===== src/rtl/ledg_pkg.sv =====
package ledg_pkg;

   typedef enum logic [0:0] {
      LIM_BLOCK_ALL = 1'b0,
      LIM_NONE      = 1'b1
   } lim_mode_e;

   function automatic int unsigned unit_weight(input int unsigned code);
      return code + 1;
   endfunction

endpackage


===== src/rtl/ledg_edge.sv =====
module ledg_edge (
   input  logic clk,
   input  logic rst_n,
   input  logic samp,
   output logic fall
);
   logic samp_q;

   always_ff @(posedge clk or negedge rst_n) begin
      if (!rst_n) samp_q <= 1'b0;
      else        samp_q <= samp;
   end

   assign fall = samp_q & ~samp;
endmodule


===== src/rtl/ledg_codes.sv =====
module ledg_codes #(
   parameter int unsigned NUM_CH = 3,
   parameter int unsigned CODE_W = 3
) (
   input  logic                     clk,
   input  logic                     rst_n,
   input  logic [NUM_CH-1:0]        we,
   input  logic [NUM_CH*CODE_W-1:0] wdata,
   output logic [NUM_CH*CODE_W-1:0] codes
);
   for (genvar i = 0; i < NUM_CH; i++) begin : g_ch
      logic [CODE_W-1:0] code_q;
      always_ff @(posedge clk or negedge rst_n) begin
         if (!rst_n)     code_q <= '0;
         else if (we[i]) code_q <= wdata[i*CODE_W +: CODE_W];
      end
      assign codes[i*CODE_W +: CODE_W] = code_q;
   end
endmodule


===== src/rtl/ledg_budget.sv =====
module ledg_budget
   import ledg_pkg::*;
#(
   parameter int unsigned NUM_CH   = 3,
   parameter int unsigned CODE_W   = 3,
   parameter int unsigned BUDGET   = 12,
   parameter lim_mode_e   LIM_MODE = LIM_BLOCK_ALL
) (
   input  logic [NUM_CH-1:0]        en,
   input  logic [NUM_CH*CODE_W-1:0] codes,
   output logic                     over
);
   localparam int unsigned MAX_SUM = NUM_CH * (1 << CODE_W);
   localparam int unsigned SUM_W   = $clog2(MAX_SUM + 1);

   if (LIM_MODE == LIM_BLOCK_ALL) begin : g_limit
      logic [SUM_W-1:0] sum;
      always_comb begin
         sum = '0;
         for (int i = 0; i < NUM_CH; i++) begin
            if (en[i])
               sum = sum + SUM_W'(codes[i*CODE_W +: CODE_W]) + SUM_W'(1);
         end
      end
      assign over = (32'(sum) > BUDGET);
   end else begin : g_nolimit
      logic unused;
      assign unused = ^{en, codes};
      assign over   = 1'b0;
   end
endmodule


===== src/rtl/ledg_top.sv =====
module ledg_top
   import ledg_pkg::*;
#(
   parameter int unsigned NUM_CH   = 3,
   parameter int unsigned CODE_W   = 3,
   parameter int unsigned BUDGET   = 12,
   parameter lim_mode_e   LIM_MODE = LIM_BLOCK_ALL
) (
   input  logic                     clk,
   input  logic                     rst_n,
   input  logic                     samp,
   input  logic [NUM_CH-1:0]        en_in,
   input  logic                     pwr_on,
   input  logic [NUM_CH-1:0]        lvl_we,
   input  logic [NUM_CH*CODE_W-1:0] lvl_wdata,
   output logic [NUM_CH-1:0]        drv_on,
   output logic [NUM_CH*CODE_W-1:0] drv_lvl
);
   localparam int unsigned MAX_SUM = NUM_CH * (1 << CODE_W);

   if (NUM_CH < 1 || NUM_CH > 16) begin : g_bad_ch
      $error("ledg_top: NUM_CH out of range");
   end
   if (CODE_W < 1 || CODE_W > 8) begin : g_bad_w
      $error("ledg_top: CODE_W out of range");
   end
   if (BUDGET < 1 || BUDGET > MAX_SUM) begin : g_bad_budget
      $error("ledg_top: BUDGET must lie within 1..NUM_CH*2**CODE_W");
   end

   logic                     fall;
   logic                     over_now;
   logic [NUM_CH-1:0]        en_q;
   logic                     over_q;
   logic [NUM_CH*CODE_W-1:0] codes;

   ledg_edge u_edge (
      .clk   (clk),
      .rst_n (rst_n),
      .samp  (samp),
      .fall  (fall)
   );

   ledg_codes #(.NUM_CH(NUM_CH), .CODE_W(CODE_W)) u_codes (
      .clk   (clk),
      .rst_n (rst_n),
      .we    (lvl_we),
      .wdata (lvl_wdata),
      .codes (codes)
   );

   ledg_budget #(
      .NUM_CH(NUM_CH), .CODE_W(CODE_W), .BUDGET(BUDGET), .LIM_MODE(LIM_MODE)
   ) u_budget (
      .en    (en_in),
      .codes (codes),
      .over  (over_now)
   );

   always_ff @(posedge clk or negedge rst_n) begin
      if (!rst_n) begin
         en_q   <= '0;
         over_q <= 1'b0;
      end else if (fall) begin
         en_q   <= en_in;
         over_q <= over_now;
      end
   end

   assign drv_on  = pwr_on ? (en_q & {NUM_CH{~over_q}}) : '0;
   assign drv_lvl = codes;
endmodule


===== config.mk =====
export PLATFORM = sky130hd
export DESIGN_NAME = ledg_top
export DESIGN_NICKNAME = d
export VERILOG_FILES = /design/src/rtl/ledg_pkg.sv /design/src/rtl/ledg_edge.sv /design/src/rtl/ledg_codes.sv /design/src/rtl/ledg_budget.sv /design/src/rtl/ledg_top.sv
export SDC_FILE = /design/constraint.sdc
export NUM_CORES = 1
export LEC_CHECK = 0
export BUFFER_PORTS_ARGS = -buffer_cell sky130_fd_sc_hd__buf_2
export CORE_ASPECT_RATIO = 0.75
export CORE_MARGIN = 2
export CORE_UTILIZATION = 52
export CTS_CLUSTER_DIAMETER = 80
export DETAILED_ROUTE_END_ITERATION = 8
export GPL_ROUTABILITY_DRIVEN = 0
export GPL_TIMING_DRIVEN = 0
export PLACE_DENSITY = 0.91
export SYNTH_ARGS = -nofsm -noshare
export SYNTH_HDL_FRONTEND = slang
export SYNTH_SLANG_ARGS = --single-unit

===== constraint.sdc =====
create_clock -name clk -period 6.6 [get_ports clk]
set_clock_uncertainty 0.2 [all_clocks]
set_input_delay 0.66 -clock clk [delete_from_list [all_inputs] [get_ports clk]]
set_output_delay 0.66 -clock clk [all_outputs]
set_load 0.05 [all_outputs]

# Word-level counts from Yosys, hierarchy flattened
# Index checks and enable logic that the tools add are counted.
totals:
  reg_bits: 14
  latchBits: 0
  ram_bits: 0
  romBits: 0
  out_inout_bits: 12
  n_memories: 0
classes:
  n_addsub: 5
  multipliers: 0
  div: 0
  magnitude_cmp: 1
  eq_ne: 0
  shift: 0
  n_mux: 4
  bitwise: 4
  n_reduce_logical: 0
op_table:
  columns: ["operator", "n"]
  rows:
  - ["two-way mux 5 bit", 3]
  - ["adder 5 x 1 -> 5 bit, second input constant", 2]
  - ["adder 5 x 3 -> 5 bit", 2]
  - ["> comparator 5 x 4 -> 1 bit, second input constant", 1]
  - ["adder 3 x 1 -> 4 bit, second input constant", 1]
  - ["bitwise AND 3 bit", 1]
  - ["two-way mux 3 bit", 1]
  - ["NOT 1 bit", 2]
  - ["bitwise AND 1 bit", 1]

# Longest topological paths before layout
# Gate-level depths: netlist of the first run.
logic_depth:
  depth_word: 9
  ltp_mapped: 12

# Cells and area by module
# Synthesis of the first run repeated with hierarchy kept, for this count alone.
hier_totals:
  cells_unflattened: 88
  area_unflattened_um2: 1006.0
by_module_without_submodules:
  columns: ["module", "n_inst", "cells_each", "area_per_inst_um2"]
  rows:
  - ["ledg_budget", 1, 57, 469.2]
  - ["ledg_codes", 1, 18, 326.6]
  - ["ledg_top", 1, 11, 171.4]
  - ["ledg_edge", 1, 2, 38.8]

# Worst setup path after synthesis of the first run
# Ideal clock, no wire load.
synth_path:
  kind: "reg-to-reg"
  startpoint: "register u_codes.g_ch[0].code_q[0]"
  endpoint: "register over_q"
  t_arrival_ns: 2.931
  path_slack_ns: 3.337
  path_stages_with_launch: 13
  n_path_buf: 0
  synth_period_minus_slack_ns: 3.263
  path_cell_list: "dfrtp_1 ha_1 nand2_1 fa_1 xnor2_1 nand2_1 xnor2_1 ha_1 a21o_1 a31oi_1 maj3_1 a21oi_1 a32oi_1"
synth_via:
  elab_chain_cells: 9
synth_rtl:
  columns: ["item", "line", "text"]
  rows:
  - ["from (decl)", "ledg_codes.sv:12", "logic [CODE_W-1:0] code_q;"]
  - ["from (signal assigned)", "ledg_codes.sv:15", "else if (we[i]) code_q <= wdata[i*CODE_W +: CODE_W];"]
  - ["adder 3 x 1 -> 4 bit *", "ledg_budget.sv:22", "sum = sum + SUM_W'(codes[i*CODE_W +: CODE_W]) + SUM_W'(1);"]
  - ["two-way mux 5 bit *", "ledg_budget.sv:21", "if (en[i])"]
  - ["adder 5 x 3 -> 5 bit", "ledg_budget.sv:22", null]
  - ["adder 5 x 1 -> 5 bit", "ledg_budget.sv:22", null]
  - ["two-way mux 5 bit *", "ledg_budget.sv:21", null]
  - ["adder 5 x 3 -> 5 bit", "ledg_budget.sv:22", null]
  - ["adder 5 x 1 -> 5 bit", "ledg_budget.sv:22", null]
  - ["two-way mux 5 bit *", "ledg_budget.sv:21", null]
  - ["> comparator 5 x 4 -> 1 bit *", "ledg_budget.sv:25", "assign over = (32'(sum) > BUDGET);"]
  - ["to (signal assigned)", "ledg_top.sv:66", "over_q <= over_now;"]
  - ["to (decl)", "ledg_top.sv:34", "logic over_q;"]
# Mark *: on every way between the ends. The rest lies on a longest branch, timed or not.
# A chain may end at the register's enable or synchronous reset.

# Worst setup path after layout of the first run
# Ends and elaborated chain as after synthesis.

==> out/summary.txt, run 1 <==
====================================================================================================
Run status ............................................................................ finished, final reports clean
Number of diodes ......................................................................            0
Utilization after layout ..............................................................        66.8%
Cell Count, Final, Fillers Out ........................................................          144
Sum of negative setup slack ...........................................................         0 ps
Routed vias ...........................................................................          754
Pre-antenna DRT Iters .................................................................            4
Worst reg2reg setup slack .............................................................      3370 ps
Pwr/cell area .........................................................................   248 mW/mm2
TritonCTS clock tree ..................................................................         done
Top cells by count, synth ............................................................. sky130_fd_sc_hd__dfrtp_1 (14), sky130_fd_sc_hd__mux2_2 (9), sky130_fd_sc_hd__inv_1 (8), sky130_fd_sc_hd__nand2_1 (8), sky130_fd_sc_hd__ha_1 (6)
Seq. cell area ........................................................................      350 um2
Horizontal die dimension ..............................................................      52.5 um
Clock H-tree levels ...................................................................            1
Top cells by area in the synthesized netlist .......................................... sky130_fd_sc_hd__dfrtp_1 (38%), sky130_fd_sc_hd__mux2_2 (11%), sky130_fd_sc_hd__ha_1 (8.2%), sky130_fd_sc_hd__fa_1 (4.4%), sky130_fd_sc_hd__inv_1 (3.3%)
Number of port buffers ................................................................           30
Unrepaired setup endpoints after global routing .......................................        false
Floorplan core area ...................................................................  0.00169 mm2
Highest clock rate ....................................................................    0.310 GHz
Category of the critical setup timing path ............................................ flip-flop to flip-flop
Number of buffers created by CTS ......................................................            3
Leakage power .........................................................................     0.574 nW
FFs w/ async S/R, synth ...............................................................         100%
Number of enable-type register cells in the synthesized netlist .......................            0
Cell count after synthesis ............................................................           88
Sum of net half-perimeters after detailed placement ...................................      1.48 mm
Max Cap Viol ..........................................................................            0
Iter 0 DRT Violations .................................................................           12
Antenna violations before repair ......................................................            0
Net count after synthesis .............................................................          115
Max_slew headroom .....................................................................        78.4%
Remaining design rule violation count .................................................            0
Buffers inserted by post-CTS timing repair ............................................            0
Synth-to-layout area growth ...........................................................        23.4%
Fraction of final layout cells with drive strength greater than 1 .....................        37.7%
Global-route total usage across every layer ...........................................        18.8%
Crit path arrival time ................................................................      3180 ps
Synth top area share ..................................................................        38.3%
First-pass GRT wire length ............................................................      2.79 mm
Total grt overflow ....................................................................            0
Detailed-route vias per instance ......................................................         5.24
Wire length per cell after detailed routing ...........................................      12.1 um
Crit path capture type ................................................................    flip-flop
Rows ..................................................................................           13
WL final ..............................................................................      1.74 mm
Multi-input logic area ................................................................      536 um2
I/O pin count .........................................................................           31
Number of hold-slack violations in the final timing report ............................            0
Post-layout net count .................................................................          150
Final Hold Slack ......................................................................      56.7 ps
Final period util .....................................................................        49.0%
Synthesized area per cell .............................................................     10.4 um2
Sequential cell area fraction in the yosys report .....................................        38.3%
Clock net sink count ..................................................................           14
Max FO, Critical Path .................................................................            6
DIE AREA ..............................................................................  0.00212 mm2
Die height ............................................................................      40.3 um
Leading area contributor after synthesis .............................................. sky130_fd_sc_hd__dfrtp_1
Post-synthesis register bit count .....................................................           14
Startpoint of the worst-slack reg-to-reg timing path .................................. u_codes.g_ch[0].code_q[0]
Placed Cells ..........................................................................          140
Largest net degree at the start of global routing .....................................           15
Class of the worst hold path .......................................................... input pin to async pin
Kind of start point of the critical path ..............................................    flip-flop
Post-cts hold buffer count ............................................................            0
Largest vdd supply drop ...............................................................     0.188 mV
Effective utilization at floorplan ....................................................        54.1%
Cell with the most instances after synthesis .......................................... sky130_fd_sc_hd__dfrtp_1
Clk_lat worst skew ....................................................................       280 ps
Via count of the first global-routing pass ............................................          746
Ys flop type .......................................................................... sky130_fd_sc_hd__dfrtp_1
Reg2reg path depth ....................................................................           12
Resized cells post-CTS ................................................................            0
Distinct cells, synth .................................................................           28
Clock-pin slew reported for the worst setup and hold paths after clock tree synthesis .        80 ps
Filler instances ......................................................................          141
Antenna Violating Nets Remaining ......................................................            0
Final setup violating endpoints .......................................................            0
Endpoint of the worst-slack reg-to-reg timing path ....................................       over_q
Worst endpoint required time ..........................................................      6550 ps
Maximum number of buffers from clock root to sink .....................................            2
Actual transition at the worst max-transition pin .....................................       316 ps
Max Transition Viols Final ............................................................            0
Yosys warnings ........................................................................            0
Synthesized area ......................................................................      916 um2
Clk Tree Root Cell .................................................................... sky130_fd_sc_hd__clkbuf_4
Shortest clock period the worst path allows after layout ..............................      3230 ps
====================================================================================================
-- area by class of cell --
cell class                 instances  area share, %
tap                               22           2.44
clock buffer                       4           3.21
multi-input combinational         66           47.4
inverter                           8           2.66
timing repair buffer              30           13.3
sequential                        14           31.0
-- cell usage in the layout (no fill, tap or decap), drive strengths merged --
cell type,count
maj3,2
nand3,1
dfrtp,14
xnor2,3
fa,2
a311oi,1
a31oi,1
a21o,3
nor2b,2
ha,6
inv,8
o211ai,1
mux2,9
buf,30
nand2b,4
mux2i,1
clkbuf,4
nand4,2
nor2,2
nand2,8
o21ai,5
or3b,1
a32oi,1
o2bb2ai,1
o2111ai,1
xor2,2
and2,4
a21oi,3
-- worst max path at each step --
stage | start | end | cells past startpoint
after floorplan | u_codes.g_ch[0].code_q[0] | over_q | 12
final | u_codes.g_ch[0].code_q[0] | over_q | 12
after global placement | en_in[0] | over_q | 13
after CTS | u_codes.g_ch[0].code_q[0] | over_q | 12
after detailed placement | en_in[0] | over_q | 13
after global routing | u_codes.g_ch[0].code_q[0] | over_q | 12
-- through the flow --
stage | power (mW) | cell area, um2 | setup WS (ps)
CTS | 0.284 | 1130 | 3370
floorplan | 0.193 | 916 | 3340
finish | 0.280 | 1130 | 3370
global route | 0.298 | 1130 | 3170
global placement | 0.217 | 1090 | 3230
detailed placement | 0.222 | 1090 | 3120
-- registers in the layout, indices dropped and copies added, names as in the netlist --
signal	count
over_q	1
u_edge.samp_q	1
en_q	3
u_codes.g_ch.code_q	9
-- layer usage --
layer | part of all wire, % | wire length (um) | vias up | GRT usage [%]
met3 | 3.3 | 57 | 2 | 2.24
met1 | 44 | 770 | 357 | 21.4
met5 | 0 | 0 | - | 0
li1 | - | - | 379 | -
met2 | 52 | 900 | 16 | 32.8
met4 | 0.69 | 12 | 0 | 16.0
-- kinds of logic (layout without fill, tap and decap cells) --
group / Yosys count / after routing / share of synthesized area [%]
buffers and inverters: 8 / 42 / 3.28
XOR/XNOR: 5 / 5 / 4.78
adder cells (fa/ha/maj): 10 / 10 / 14.8
flip-flops: 14 / 14 / 38.3
AO/OA/AOI/OAI: 17 / 17 / 12.8
multiplexers: 10 / 10 / 12.2
AND/OR/NAND/NOR: 24 / 24 / 13.9
-- where the power goes --
group | leakage [nW] | switching [mW] | total, mW | internal [mW]
sequential | 0.166 | 0.00773 | 0.103 | 0.0953
combinational | 0.387 | 0.0693 | 0.117 | 0.0474
clock | 0.0210 | 0.0272 | 0.0607 | 0.0335
total | 0.574 | 0.104 | 0.280 | 0.176
-- critical path, cell delays in order (launching register included) --
cell	delay [ps]
sky130_fd_sc_hd__dfrtp_1	430
sky130_fd_sc_hd__ha_1	310
sky130_fd_sc_hd__nand2_1	100
sky130_fd_sc_hd__fa_1	470
sky130_fd_sc_hd__xnor2_1	160
sky130_fd_sc_hd__nand2_1	80
sky130_fd_sc_hd__xnor2_1	140
sky130_fd_sc_hd__ha_1	340
sky130_fd_sc_hd__a21o_1	150
sky130_fd_sc_hd__a31oi_1	90
sky130_fd_sc_hd__maj3_1	360
sky130_fd_sc_hd__a21oi_1	170
sky130_fd_sc_hd__a32oi_1	100
Note: power is estimated with default switching activity, not from simulation.
==> run 2: changes to the inputs <==
--- a/config.mk
+++ b/config.mk
@@ -8,12 +8,12 @@
 export BUFFER_PORTS_ARGS = -buffer_cell sky130_fd_sc_hd__buf_2
 export CORE_ASPECT_RATIO = 0.75
 export CORE_MARGIN = 2
-export CORE_UTILIZATION = 52
+export CORE_UTILIZATION = 44
 export CTS_CLUSTER_DIAMETER = 80
 export DETAILED_ROUTE_END_ITERATION = 8
 export GPL_ROUTABILITY_DRIVEN = 0
 export GPL_TIMING_DRIVEN = 0
-export PLACE_DENSITY = 0.91
+export PLACE_DENSITY = 0.83
 export SYNTH_ARGS = -nofsm -noshare
 export SYNTH_HDL_FRONTEND = slang
 export SYNTH_SLANG_ARGS = --single-unit
==> constraint.sdc (replaced) <==
create_clock -name clk -period 2.92 [get_ports clk]
set_clock_uncertainty 0.2 [all_clocks]
set_input_delay 0.292 -clock clk [delete_from_list [all_inputs] [get_ports clk]]
set_output_delay 0.292 -clock clk [all_outputs]
set_load 0.05 [all_outputs]
==> run 2 against run 1 <==
- the run now ends with setup timing left
- cell count increased by 5.6%
- global-route usage up 0.40 points
- via count up 6.8%
- setup slack worse by 3400 ps
- sequential cell count did not move
- critical path depth is the same
- fmax up 8.6%
- power grew 150%
- wire length up 25%
- critical path type unchanged
- critical endpoint unchanged
==> out/summary.txt, run 2 (synthesized netlist as in run 1, its figures left out) <==
====================================================================================================
Cell Count, Final, Fillers Out ........................................................          152   was 144
WL final ..............................................................................      2.18 mm   was 1.74 mm
Pwr/cell area .........................................................................   550 mW/mm2   was 248 mW/mm2
Total Power Consumption ...............................................................       691 uW   was 280 uW
Final Hold Slack ......................................................................      22.9 ps   was 56.7 ps
Antenna Violating Nets Remaining ......................................................            0   unchanged
Total grt overflow ....................................................................            0   unchanged
Critical path's top delay family ......................................................  adder cells   unchanged
Clock net sink count ..................................................................           14   unchanged
Leading registers by flop count ....................................................... u_codes.g_ch.code_q: 9 flops, en_q: 3 flops   unchanged
DIE AREA ..............................................................................  0.00247 mm2   was 0.00212 mm2
Number of diodes ......................................................................            0   unchanged
Post-layout net count .................................................................          156   was 150
Placed Cells ..........................................................................          142   was 140
Seq. cell area ........................................................................      354 um2   was 350 um2
Net switching fraction of the power ...................................................        37.8%   was 37.2%
Violated checks ....................................................................... setup timing
Number of flip-flops under the largest register name ..................................            9   unchanged
Die height ............................................................................      43.5 um   was 40.3 um
Class of the worst hold path .......................................................... input pin to flip-flop   was input pin to async pin
Internal power of the cells ...........................................................       430 uW   was 176 uW
Category of the critical setup timing path ............................................ flip-flop to flip-flop   unchanged
Clk_lat worst skew ....................................................................       280 ps   about the same
Shortest clock period the worst path allows after layout ..............................      2970 ps   was 3230 ps
Multi-input logic area ................................................................      606 um2   was 536 um2
Routed vias ...........................................................................          805   was 754
Iter 0 DRT Violations .................................................................           20   was 12
Clk Tree Root Cell .................................................................... sky130_fd_sc_hd__clkbuf_4   unchanged
Register with the most flip-flops ..................................................... u_codes.g_ch.code_q   unchanged
Synth-to-layout area growth ...........................................................        37.2%   was 23.4%
Wire length per cell after detailed routing ...........................................      14.4 um   was 12.1 um
Max Cap Viol ..........................................................................            0   unchanged
Leakage power .........................................................................     0.614 nW   was 0.574 nW
Actual transition at the worst max-transition pin .....................................       310 ps   was 316 ps
Slowest stage cell on the critical path ............................................... sky130_fd_sc_hd__dfrtp_2   was sky130_fd_sc_hd__fa_1
CP peak stage delay ...................................................................       440 ps   was 470 ps
Number of hold-slack violations in the final timing report ............................            0   unchanged
Clock share of power ..................................................................        20.0%   was 21.7%
Floorplan core area ...................................................................  0.00198 mm2   was 0.00169 mm2
Highest clock rate ....................................................................    0.336 GHz   was 0.310 GHz
Remaining design rule violation count .................................................            0   unchanged
Utilization after layout ..............................................................        63.5%   was 66.8%
Fraction of final layout cells with drive strength greater than 1 .....................        49.2%   was 37.7%
Total buffers and inverters traversed by the critical path ............................            0   unchanged
Max FO, Critical Path .................................................................            3   was 6
Number of port buffers ................................................................           30   unchanged
Filler instances ......................................................................          159   was 141
Most common cell after layout, fill and taps aside .................................... sky130_fd_sc_hd__buf_2   unchanged
Via count of the first global-routing pass ............................................          828   was 746
Maximum number of buffers from clock root to sink .....................................            2   unchanged
Cells along the critical path ......................................................... ha_4 > nand2_4 > fa_2 > xnor2_1 > nand2_1 > xnor2_2 > ha_4 > a21o_1 > a31oi_1 > maj3_2 > a21oi_1 > a32oi_1   was ha_1 > nand2_1 > fa_1 > xnor2_1 > nand2_1 > xnor2_1 > ha_1 > a21o_1 > a31oi_1 > maj3_1 > a21oi_1 > a32oi_1
Antenna violations before repair ......................................................            0   unchanged
Commonest cells after routing, fill and taps aside .................................... sky130_fd_sc_hd__buf_2 (30), sky130_fd_sc_hd__dfrtp_1 (11), sky130_fd_sc_hd__mux2_2 (9)   was sky130_fd_sc_hd__buf_2 (30), sky130_fd_sc_hd__dfrtp_1 (14), sky130_fd_sc_hd__mux2_2 (9)
Switching component of the power ......................................................       261 uW   was 104 uW
Global-route total usage across every layer ...........................................        19.2%   was 18.8%
Worst endpoint required time ..........................................................      2920 ps   was 6550 ps
Final period util .....................................................................         102%   was 49.0%
First-pass GRT wire length ............................................................      3.62 mm   was 2.79 mm
Max Transition Viols Final ............................................................            0   unchanged
Combinational cell fraction of total power ............................................        45.9%   was 41.6%
Detailed-route vias per instance ......................................................         5.30   was 5.24
Unrepaired setup endpoints after global routing .......................................         true   was false
Horizontal die dimension ..............................................................      56.7 um   was 52.5 um
Effective utilization at floorplan ....................................................        46.3%   was 54.1%
Final setup violating endpoints .......................................................            1   was 0
Crit path capture type ................................................................    flip-flop   unchanged
Max_slew headroom .....................................................................        79.3%   was 78.4%
Sum of net half-perimeters after detailed placement ...................................      1.67 mm   was 1.48 mm
Placed Area ...........................................................................  0.00115 mm2   was 0.00109 mm2
Rows ..................................................................................           14   was 13
Sequential share of power .............................................................        34.1%   was 36.7%
I/O pin count .........................................................................           31   unchanged
Crit path arrival time ................................................................      2970 ps   was 3180 ps
Sum of negative setup slack ...........................................................     -53.5 ps   was 0 ps
Critical Path Most Common Cell ........................................................ sky130_fd_sc_hd__ha_4
Largest net degree at the start of global routing .....................................           15   unchanged
Kind of start point of the critical path ..............................................    flip-flop   unchanged
Pre-antenna DRT Iters .................................................................            4   unchanged
Setup slack after layout ..............................................................     -53.5 ps   was 3370 ps
Clock-pin slew reported for the worst setup and hold paths after clock tree synthesis .        80 ps   about the same
Number of buffers created by CTS ......................................................            3   unchanged
Clock H-tree levels ...................................................................            1   unchanged
Largest vdd supply drop ...............................................................     0.340 mV   was 0.188 mV
Run status ............................................................................ finished with violations   was finished, final reports clean
TritonCTS clock tree ..................................................................         done   unchanged
Summed area of non-filler cells in the final layout ...................................  0.00126 mm2   was 0.00113 mm2
Post-placement worst setup slack ......................................................     -89.9 ps   was 3120 ps
====================================================================================================
[run 2: changes by cell type in the layout (fill, tap and decap cells not counted), moves of 2 or more]
| cell | previous run | this run |
|---|---|---|
| sky130_fd_sc_hd__buf_4 | 0 | 4 |
| sky130_fd_sc_hd__fa_2 | 0 | 2 |
| sky130_fd_sc_hd__dfrtp_1 | 14 | 11 |
| sky130_fd_sc_hd__dfrtp_2 | 0 | 3 |
| sky130_fd_sc_hd__fa_1 | 2 | 0 |
| sky130_fd_sc_hd__dlygate4sd3_1 | 0 | 2 |
| sky130_fd_sc_hd__ha_4 | 0 | 3 |
| sky130_fd_sc_hd__ha_1 | 6 | 3 |
[run 2: final cells by class]
type / count / area share, %
Clock buffer: 4 / 2.89
Inverter: 8 / 2.39
Multi-Input combinational cell: 66 / 48.2
Sequential cell: 14 / 28.2
Tap cell: 24 / 2.39
Timing Repair Buffer: 36 / 15.9
[run 2: path summary, 6_finish.rpt]
check | slack (ps) | end | cells after the start | start
worst max-delay path | -50 | over_q | 12 | u_codes.g_ch[0].code_q[0]
worst min-delay path | 20 | u_codes.g_ch[1].code_q[0] | 3 | lvl_wdata[3]
worst max register to register | -50 | over_q | 12 | u_codes.g_ch[0].code_q[0]
worst min register to register | 290 | en_q[1] | 2 | en_q[1]
max in group asynchronous | 2030 | u_codes.g_ch[1].code_q[0] | 2 | rst_n
min in group asynchronous | 230 | en_q[1] | 2 | rst_n
[run 2: worst register-to-register path: stages (launching register included)]
cell                      delay [ps]
sky130_fd_sc_hd__dfrtp_2         440
sky130_fd_sc_hd__ha_4            290
sky130_fd_sc_hd__nand2_4          60
sky130_fd_sc_hd__fa_2            390
sky130_fd_sc_hd__xnor2_1         150
sky130_fd_sc_hd__nand2_1         100
sky130_fd_sc_hd__xnor2_2         210
sky130_fd_sc_hd__ha_4            250
sky130_fd_sc_hd__a21o_1          190
sky130_fd_sc_hd__a31oi_1         170
sky130_fd_sc_hd__maj3_2          200
sky130_fd_sc_hd__a21oi_1          50
sky130_fd_sc_hd__a32oi_1         190
[run 2: routing by layer]
layer,vias to the layer above,routed length (um),GRT usage [%]
li1,395,-,-
met1,377,920,21.9
met2,29,1120,35.6
met3,4,111,5.67
met4,0,26,5.24
met5,-,0,0
[run 2: repair_timing]
action,CTS,global route
hold buffers,2,0
resized for setup,2,0
setup buffers,2,2
hold endpoints to repair,15,0
pin swaps,2,1
endpoints found under the setup margin,1,1
[run 2: power by group through the flow]
stage / Clock (mW) / Sequential [mW] / Combinational (mW)
detailed placement: 0 / 0.240 / 0.289
CTS: 0.144 / 0.237 / 0.308
finish: 0.138 / 0.236 / 0.317
floorplan: 0 / 0.279 / 0.174
global route: 0.152 / 0.239 / 0.343
global placement: 0 / 0.238 / 0.272
==> run 3: changes to the inputs <==
--- a/config.mk
+++ b/config.mk
@@ -14,6 +14,7 @@
 export GPL_ROUTABILITY_DRIVEN = 0
 export GPL_TIMING_DRIVEN = 0
 export PLACE_DENSITY = 0.83
+export RECOVER_POWER = 100
 export SYNTH_ARGS = -nofsm -noshare
 export SYNTH_HDL_FRONTEND = slang
 export SYNTH_SLANG_ARGS = --single-unit
==> run 3 against run 2 <==
- register-to-register slack hardly changed
- non-clock buffer count unchanged
- the run still ends with setup timing left
- hold slack is the same
- global-route usage unchanged
- sequential power hardly changed
- cell area decreased by 0.20%
==> out/summary.txt, run 3 (synthesized netlist as in run 1, its figures left out) <==
====================================================================================================
Run status ............................................................................ finished with violations   unchanged
Violated checks ....................................................................... setup timing   unchanged
Synth-to-layout area growth ...........................................................        36.9%   was 37.2%
Worst endpoint required time ..........................................................      2920 ps   about the same
Rows ..................................................................................           14   unchanged
Leakage power .........................................................................     0.609 nW   was 0.614 nW
Most common cell after layout, fill and taps aside .................................... sky130_fd_sc_hd__buf_2   unchanged
Total Power Consumption ...............................................................       691 uW   about the same
Clock H-tree levels ...................................................................            1   unchanged
Number of buffers created by CTS ......................................................            3   unchanged
Net switching fraction of the power ...................................................        37.8%   about the same
Sum of negative setup slack ...........................................................     -53.6 ps   was -53.5 ps
Combinational cell fraction of total power ............................................        45.9%   about the same
Routed vias ...........................................................................          804   was 805
Final period util .....................................................................         102%   about the same
Remaining design rule violation count .................................................            0   unchanged
Effective utilization at floorplan ....................................................        46.3%   unchanged
Category of the critical setup timing path ............................................ flip-flop to flip-flop   unchanged
Unrepaired setup endpoints after global routing .......................................         true   unchanged
Fraction of final layout cells with drive strength greater than 1 .....................        47.7%   was 49.2%
Internal power of the cells ...........................................................       430 uW   about the same
Register with the most flip-flops ..................................................... u_codes.g_ch.code_q   unchanged
Number of flip-flops under the largest register name ..................................            9   unchanged
Horizontal die dimension ..............................................................      56.7 um   unchanged
Largest net degree at the start of global routing .....................................           15   unchanged
Sequential share of power .............................................................        34.2%   was 34.1%
Pwr/cell area .........................................................................   551 mW/mm2   was 550 mW/mm2
Clock net sink count ..................................................................           14   unchanged
Clock-pin slew reported for the worst setup and hold paths after clock tree synthesis .        80 ps   about the same
Cell Count, Final, Fillers Out ........................................................          152   unchanged
First-pass GRT wire length ............................................................      3.62 mm   unchanged
Clk Tree Root Cell .................................................................... sky130_fd_sc_hd__clkbuf_4   unchanged
Crit path capture type ................................................................    flip-flop   unchanged
I/O pin count .........................................................................           31   unchanged
Number of port buffers ................................................................           30   unchanged
Pre-antenna DRT Iters .................................................................            4   unchanged
Post-layout net count .................................................................          156   unchanged
Maximum number of buffers from clock root to sink .....................................            2   unchanged
Max Cap Viol ..........................................................................            0   unchanged
TritonCTS clock tree ..................................................................         done   unchanged
Wire length per cell after detailed routing ...........................................      14.3 um   was 14.4 um
Antenna Violating Nets Remaining ......................................................            0   unchanged
Post-placement worst setup slack ......................................................     -89.9 ps   unchanged
Class of the worst hold path .......................................................... input pin to flip-flop   unchanged
Kind of start point of the critical path ..............................................    flip-flop   unchanged
Total grt overflow ....................................................................            0   unchanged
Clock share of power ..................................................................        20.0%   about the same
Via count of the first global-routing pass ............................................          828   unchanged
Commonest cells after routing, fill and taps aside .................................... sky130_fd_sc_hd__buf_2 (28), sky130_fd_sc_hd__dfrtp_1 (11), sky130_fd_sc_hd__mux2_2 (9)   was sky130_fd_sc_hd__buf_2 (30), sky130_fd_sc_hd__dfrtp_1 (11), sky130_fd_sc_hd__mux2_2 (9)
Shortest clock period the worst path allows after layout ..............................      2970 ps   about the same
Number of hold-slack violations in the final timing report ............................            0   unchanged
Detailed-route vias per instance ......................................................         5.29   was 5.30
Actual transition at the worst max-transition pin .....................................       739 ps   was 310 ps
Largest vdd supply drop ...............................................................     0.340 mV   about the same
Antenna violations before repair ......................................................            0   unchanged
Sum of net half-perimeters after detailed placement ...................................      1.67 mm   unchanged
Placed Area ...........................................................................  0.00115 mm2   unchanged
Setup slack after layout ..............................................................     -53.6 ps   was -53.5 ps
Iter 0 DRT Violations .................................................................           21   was 20
WL final ..............................................................................      2.18 mm   about the same
Summed area of non-filler cells in the final layout ...................................  0.00125 mm2   was 0.00126 mm2
Switching component of the power ......................................................       261 uW   about the same
Placed Cells ..........................................................................          142   unchanged
DIE AREA ..............................................................................  0.00247 mm2   unchanged
Max_slew headroom .....................................................................        50.7%   was 79.3%
Leading registers by flop count ....................................................... u_codes.g_ch.code_q: 9 flops, en_q: 3 flops   unchanged
Clk_lat worst skew ....................................................................       280 ps   about the same
Final setup violating endpoints .......................................................            1   unchanged
Max Transition Viols Final ............................................................            0   unchanged
Max FO, Critical Path .................................................................            3   unchanged
Die height ............................................................................      43.5 um   unchanged
Crit path arrival time ................................................................      2970 ps   about the same
Floorplan core area ...................................................................  0.00198 mm2   unchanged
Filler instances ......................................................................          160   was 159
Highest clock rate ....................................................................    0.336 GHz   about the same
Global-route total usage across every layer ...........................................        19.2%   unchanged
Number of diodes ......................................................................            0   unchanged
====================================================================================================
run 3: cell count changes in the layout (fill, tap and decap cells not counted), sizes merged:
cell,previous run,this run
buf,34,31
clkbuf,4,7
run 3: routing by layer:
layer	wire [um]	part of all wire (%)	track usage (%)
met2	1120	52	35.6
met3	111	5.1	5.67
met5	0	0	0
met1	918	42	21.9
met4	26	1.2	5.24
run 3: path summary, 6_finish.rpt:
kind | startpoint | end | slack (ps) | cells after the start
min in group asynchronous | rst_n | en_q[1] | 390 | 2
hold reg to reg | en_q[1] | en_q[1] | 290 | 2
setup reg to reg | u_codes.g_ch[0].code_q[0] | over_q | -50 | 12
max in group asynchronous | rst_n | u_codes.g_ch[1].code_q[0] | 1630 | 2
setup / recovery | u_codes.g_ch[0].code_q[0] | over_q | -50 | 12
hold / removal | lvl_wdata[3] | u_codes.g_ch[1].code_q[0] | 20 | 3
run 3: what timing repair did:
action	CTS	global route
hold endpoints to repair	15	0
hold buffers	2	0
pin swaps	2	1
resized for setup	2	0
endpoints found under the setup margin	1	1
cloned	0	0
buffers inserted	2	2
run 3: cell type report:
| type | instances | area (um2) | share of cell area (%) |
|---|---|---|---|
| multi-input combinational | 66 | 606 | 48.3 |
| tap | 24 | 30.0 | 2.40 |
| timing repair buffer | 36 | 198 | 15.8 |
| sequential | 14 | 354 | 28.2 |
| clock buffer | 4 | 36.3 | 2.89 |
| inverter | 8 | 30.0 | 2.40 |
run 3: power groups by stage:
| stage | logic [mW] | registers [mW] | clock network, mW |
|---|---|---|---|
| floorplan | 0.174 | 0.279 | 0 |
| global placement | 0.272 | 0.238 | 0 |
| detailed placement | 0.289 | 0.240 | 0 |
| CTS | 0.308 | 0.237 | 0.144 |
| global route | 0.342 | 0.239 | 0.152 |
| finish | 0.317 | 0.236 | 0.138 |
run 3: worst max-delay path: stages, from the launching register on:
cell and delay, ps:
sky130_fd_sc_hd__dfrtp_2 440, sky130_fd_sc_hd__ha_4 290, sky130_fd_sc_hd__nand2_4 60, sky130_fd_sc_hd__fa_2 390, sky130_fd_sc_hd__xnor2_1 150, sky130_fd_sc_hd__nand2_1 100
sky130_fd_sc_hd__xnor2_2 210, sky130_fd_sc_hd__ha_4 250, sky130_fd_sc_hd__a21o_1 190, sky130_fd_sc_hd__a31oi_1 170, sky130_fd_sc_hd__maj3_2 200, sky130_fd_sc_hd__a21oi_1 50
sky130_fd_sc_hd__a32oi_1 190
run 3: through the flow:
step	util, %	hold slack, ps
after CTS	62.7	12.3
after detailed placement	58.1	-0.0320
after floorplan	-	-204
after global placement	58.1	-1.52
after global routing	63.3	20.9
final	63.3	22.9
